===== src/rtl/hyst_trigger.sv =====
module hyst_trigger #(
  parameter int SW   = 8,
  parameter int NSEL = 4,
  parameter int TW   = 16
) (
  input  logic                       clk,
  input  logic                       rst_n,
  input  logic                       smp_vld,
  input  logic [NSEL*2*SW-1:0]       ch_bus,
  input  logic [NSEL*($clog2(NSEL)+1)-1:0] sel_cfg,
  input  logic [$clog2(NSEL)-1:0]    trig_src,
  input  logic [2:0]                 trig_type,
  input  logic [SW-1:0]              lvl_lo,
  input  logic [SW-1:0]              lvl_hi,
  input  logic [TW-1:0]              hold_lo,
  input  logic [TW-1:0]              hold_hi,
  input  logic                       ext_trig,
  output logic                       trig_o
);
  localparam int CW   = 2 * SW;
  localparam int SRCW = $clog2(NSEL);
  localparam int CSW  = SRCW + 1;
  localparam logic [TW-1:0] CMAX = {TW{1'b1}};

  localparam logic [2:0] T_EXT_R = 3'd0, T_EXT_F = 3'd1, T_NRM_R = 3'd2, T_NRM_F = 3'd3,
                         T_GL_R  = 3'd4, T_GL_F  = 3'd5, T_DIG_A = 3'd6, T_DIG_L = 3'd7;

  logic [SW-1:0] sel_out [NSEL];

  for (genvar g = 0; g < NSEL; g++) begin : g_sel
    logic [CSW-1:0]  code;
    logic [SRCW-1:0] chn;
    assign code = sel_cfg[g*CSW +: CSW];
    assign chn  = code[SRCW-1:0];
    assign sel_out[g] = code[CSW-1] ? ch_bus[int'(chn)*CW +: SW]
                                    : ch_bus[int'(chn)*CW + SW +: SW];
  end

  logic [SW-1:0] smp;
  assign smp = sel_out[trig_src];

  logic [TW-1:0] lo_cnt, hi_cnt, lo_run, hi_run;
  logic          armed_lo, armed_hi, match_q;
  logic [2:0]    ext_s;

  logic is_lo, is_hi, lo_ok, hi_ok, match, fire;
  assign is_lo  = smp <= lvl_lo;
  assign is_hi  = smp >= lvl_hi;
  assign lo_run = !is_lo ? '0 : (lo_cnt == CMAX) ? CMAX : lo_cnt + TW'(1);
  assign hi_run = !is_hi ? '0 : (hi_cnt == CMAX) ? CMAX : hi_cnt + TW'(1);
  assign lo_ok  = is_lo && (lo_run >= hold_lo);
  assign hi_ok  = is_hi && (hi_run >= hold_hi);
  assign match  = ((smp ^ lvl_hi) & lvl_lo) == '0;

  always_comb begin
    case (trig_type)
      T_EXT_R: fire = ext_s[1] & ~ext_s[2];
      T_EXT_F: fire = ~ext_s[1] & ext_s[2];
      T_NRM_R: fire = smp_vld & armed_lo & hi_ok;
      T_NRM_F: fire = smp_vld & armed_hi & lo_ok;
      T_GL_R:  fire = smp_vld & armed_lo & !is_hi & (hi_cnt != '0) & (hi_cnt < hold_hi);
      T_GL_F:  fire = smp_vld & armed_hi & !is_lo & (lo_cnt != '0) & (lo_cnt < hold_lo);
      T_DIG_A: fire = smp_vld & match & ~match_q;
      default: fire = smp_vld & ~match & match_q;
    endcase
  end

  logic clr_lo, clr_hi;
  assign clr_lo = fire && (trig_type == T_NRM_R || trig_type == T_GL_R);
  assign clr_hi = fire && (trig_type == T_NRM_F || trig_type == T_GL_F);

  always_ff @(posedge clk or negedge rst_n) begin
    if (!rst_n) begin
      lo_cnt   <= '0;
      hi_cnt   <= '0;
      armed_lo <= 1'b0;
      armed_hi <= 1'b0;
      match_q  <= 1'b0;
      ext_s    <= '0;
      trig_o   <= 1'b0;
    end else begin
      ext_s  <= {ext_s[1:0], ext_trig};
      trig_o <= fire;
      if (smp_vld) begin
        lo_cnt   <= lo_run;
        hi_cnt   <= hi_run;
        match_q  <= match;
        armed_lo <= lo_ok | (armed_lo & ~clr_lo);
        armed_hi <= hi_ok | (armed_hi & ~clr_hi);
      end
    end
  end
endmodule



===== config.mk =====
export PLATFORM = sky130hd
export DESIGN_NAME = hyst_trigger
export DESIGN_NICKNAME = d
export VERILOG_FILES = /design/src/rtl/hyst_trigger.sv
export SDC_FILE = /design/constraint.sdc
export NUM_CORES = 1
export LEC_CHECK = 0
export BUFFER_PORTS_ARGS = -buffer_cell sky130_fd_sc_hd__buf_2
export CORE_ASPECT_RATIO = 0.6
export CORE_MARGIN = 5
export CORE_UTILIZATION = 31
export CTS_BUF_LIST = sky130_fd_sc_hd__clkbuf_2
export CTS_CLUSTER_SIZE = 40
export DETAILED_ROUTE_END_ITERATION = 10
export PLACE_DENSITY = 0.6
export SLEW_MARGIN = 40
export SYNTH_ARGS = -nofsm -noshare
export SYNTH_HDL_FRONTEND = slang
export SYNTH_SLANG_ARGS = --single-unit

===== constraint.sdc =====
create_clock -name clk -period 3.4 [get_ports clk]
set_input_delay 0.68 -clock clk [delete_from_list [all_inputs] [get_ports clk]]
set_output_delay 0.68 -clock clk [all_outputs]
set_load 0.05 [all_outputs]

==> flow_summary.json <==
{
  "cts_tree": "built",
  "clk_pin_slew_ps": 250,
  "violations": "setup timing",
  "cts_buffers": 5,
  "synthArstFlopShare_pct": 100,
  "cts_root_buffer": "clkbuf_2",
  "io_buffers": 133,
  "yosysUniqueCellTypes": 66,
  "max_slew_margin_pct": 59.9,
  "avgRoutedWirePerCell_um": 18.8,
  "die_x_um": 197,
  "grt_usage_pct": 17.9,
  "crit_path_end_kind": "flop",
  "routed_via_density": 5.41,
  "syn_area_um2": 6510,
  "htree_levels": 2,
  "grt_max_degree": 49,
  "post-route-period-util_pct": 127,
  "die_area_um2": 24100,
  "crit_required_ps": 3810,
  "postSynthAreaPerCell_um2": 9.94,
  "ant_nets": 0,
  "wl_um": 22000,
  "synth_nets": 870,
  "multi_input_area_um2": 5400,
  "grt_pass1_wl_um": 34400,
  "num_rows": 41,
  "synth.most_common_cell": "ha_1",
  "synth_warnings": 0,
  "skew_ps": 30.5,
  "core_area_um2": 20800,
  "fmax_mhz": 232,
  "dr.pass1.iters": 5,
  "ys_seq_elements": 39,
  "clock_latency_ps": 440,
  "top_layer": "met5",
  "num_vias": 6313,
  "drt-initial-drc-count": 522,
  "status": "finished with violations",
  "rsz0062_at_grt": "yes",
  "synthTopCellsByCount": "ha_1, mux4_2, inv_1, a21oi_1, dfrtp_1",
  "hp-class": "in2async",
  "start_kind": "primary input",
  "crit_fanout": 6,
  "wl_met1_um": 11000,
  "grt_pass1_vias": 6255,
  "antenna_found_initial": 3,
  "worst_pin_slew_ps": 602,
  "leakagePower_nw": 4.22,
  "pin_count": 134,
  "ys.flop_type": "dfrtp_1",
  "grt_overflow": 0,
  "setup_slack_ps": -911,
  "drive_gt1_share_pct": 48.9,
  "synth-edff-count": 0,
  "fill_cells": 2056,
  "cts_sinks": 39,
  "hold_viol": 0,
  "yosysTopAreaCell": "mux4_2",
  "met3_length_um": 1610,
  "areaGrowthSynthToFinish_pct": 37.8,
  "drv_slew": 0,
  "holdBufCountCts": 0,
  "cp.arrival_ps": 4720,
  "nets": 1099,
  "yosysSeqAreaShare_pct": 15.0,
  "hpwl_um": 17200,
  "yosys.area.top_type_share_pct": 24.9,
  "dr_wl_met2_um": 9160,
  "cts_buffer_depth": 2,
  "setup_violations": 3,
  "synth_area_leaders": "mux4_2, ha_1, dfrtp_1",
  "whs_ps": 185,
  "initial_core_util_pct": 31.2,
  "drv_cap": 0,
  "utilization_pct": 43.1,
  "power.density_nw_per_um2": 250,
  "irDropWorstVdd_v": 0.000102,
  "min_period_ps": 4310,
  "drc": 0,
  "synth_cells": 655,
  "fp.dieH_um": 122,
  "register_area_um2": 976,
  "gp_congestion": 0.916,
  "path_class": "in2reg"
}
## layer usage
layer,vias up,track usage (%)
met3,21,3.79
li1,2997,-
met2,223,25.7
met1,3070,28.2
met5,-,0
met4,2,2.16
## sequential cells by signal, indices dropped and copies added (netlist names)
name / count
hi_cnt: 16
lo_cnt: 16
match_q: 1
trig_o: 1
armed_lo: 1
armed_hi: 1
ext_s: 3
## area by class of cell
cell class	count	area share [%]
multi-input combinational	509	60.2
timing repair buffer	267	21.9
sequential	39	10.9
tap	279	3.89
inverter	62	2.60
clock buffer	7	0.391
clock inverter	1	0.0558
antenna	2	0.0558
## path summary, 6_finish.rpt
| check | start | endpoint | slack, ps | cells after the start |
|---|---|---|---|---|
| worst max-delay path | sel_cfg[5] | armed_hi | -910 | 23 |
| worst min-delay path | rst_n | hi_cnt[12] | 180 | 1 |
| worst max register to register | lo_cnt[0] | armed_hi | -30 | 15 |
| worst min register to register | ext_s[0] | ext_s[1] | 390 | 0 |
| max in group asynchronous | rst_n | lo_cnt[2] | 2800 | 1 |
| min in group clk | ext_trig | ext_s[0] | 380 | 1 |
## worst max-delay path, cell delays in order
cell	delay [ps]
buf_12	110
buf_12	130
buf_12	120
mux4_2	320
mux2i_1	60
mux4_2	520
inv_2	100
buf_6	100
ha_4	180
nor2b_1	120
o211ai_1	190
a21oi_2	110
o21ba_4	240
buf_12	150
a21oi_4	120
ha_1	250
nand4_1	110
nor2_1	80
a221o_1	300
a311oi_1	210
nor2_1	110
a211oi_2	210
a31o_2	170
## cells in the final DEF (no fill, tap or decap), types with 10 or more instances in the layout
cell type / instances
a21oi_1: 47
a21oi_2: 16
buf_12: 14
buf_2: 129
buf_4: 113
dfrtp_1: 39
ha_1: 71
ha_4: 10
inv_1: 58
mux2_2: 16
mux2i_1: 37
mux4_2: 72
nand2_1: 24
nand3_1: 14
nand4_1: 12
nor2_1: 30
o21ai_0: 10
xnor2_1: 16
## kinds of logic (layout without fill, tap and decap cells)
| kind of cell | count (synthesis) | in the layout | share of synthesized area (%) |
|---|---|---|---|
| AOI/OAI and AO/OA | 147 | 148 | 14.7 |
| and+or+nand+nor | 133 | 133 | 11.3 |
| muxes | 125 | 125 | 33.4 |
| buffers and inverters | 108 | 337 | 6.96 |
| adders and majority gates | 82 | 82 | 15.8 |
| DFF | 39 | 39 | 15.0 |
| xor gates and xnor gates | 21 | 21 | 2.83 |
| other | 0 | 2 | 0 |
## repair_timing
action                     in CTS  in global routing
setup endpoints to repair       4                  3
resized for setup              57                 24
gates cloned                    4                  1
pin swaps                      12                 18
buffers inserted               12                  6
## power breakdown
group | leakage, nW | internal [W] | switching [W]
Combinational | 3.67 | 0.000783 | 0.000683
Clock | 0.0330 | 0.0000561 | 0.000177
Sequential | 0.526 | 0.000506 | 0.0000329
## stage by stage
| step | setup WS (ps) | total power [W] | TNS [ps] | cell area [um^2] | std cells |
|---|---|---|---|---|---|
| after floorplan | -1200 | 0.00132 | -3410 | 6700 | 655 |
| after detailed placement | -1560 | 0.00179 | -12060 | 8270 | 1133 |
| after CTS | -905 | 0.00213 | -2570 | 8780 | 1157 |
| after global routing | -1010 | 0.00240 | -2950 | 8970 | 1166 |
| final | -911 | 0.00224 | -2640 | 8970 | 1166 |
| after global placement | -1530 | 0.00178 | -10690 | 8270 | 1133 |
No activity file was read; power rests on OpenSTA's default activity.
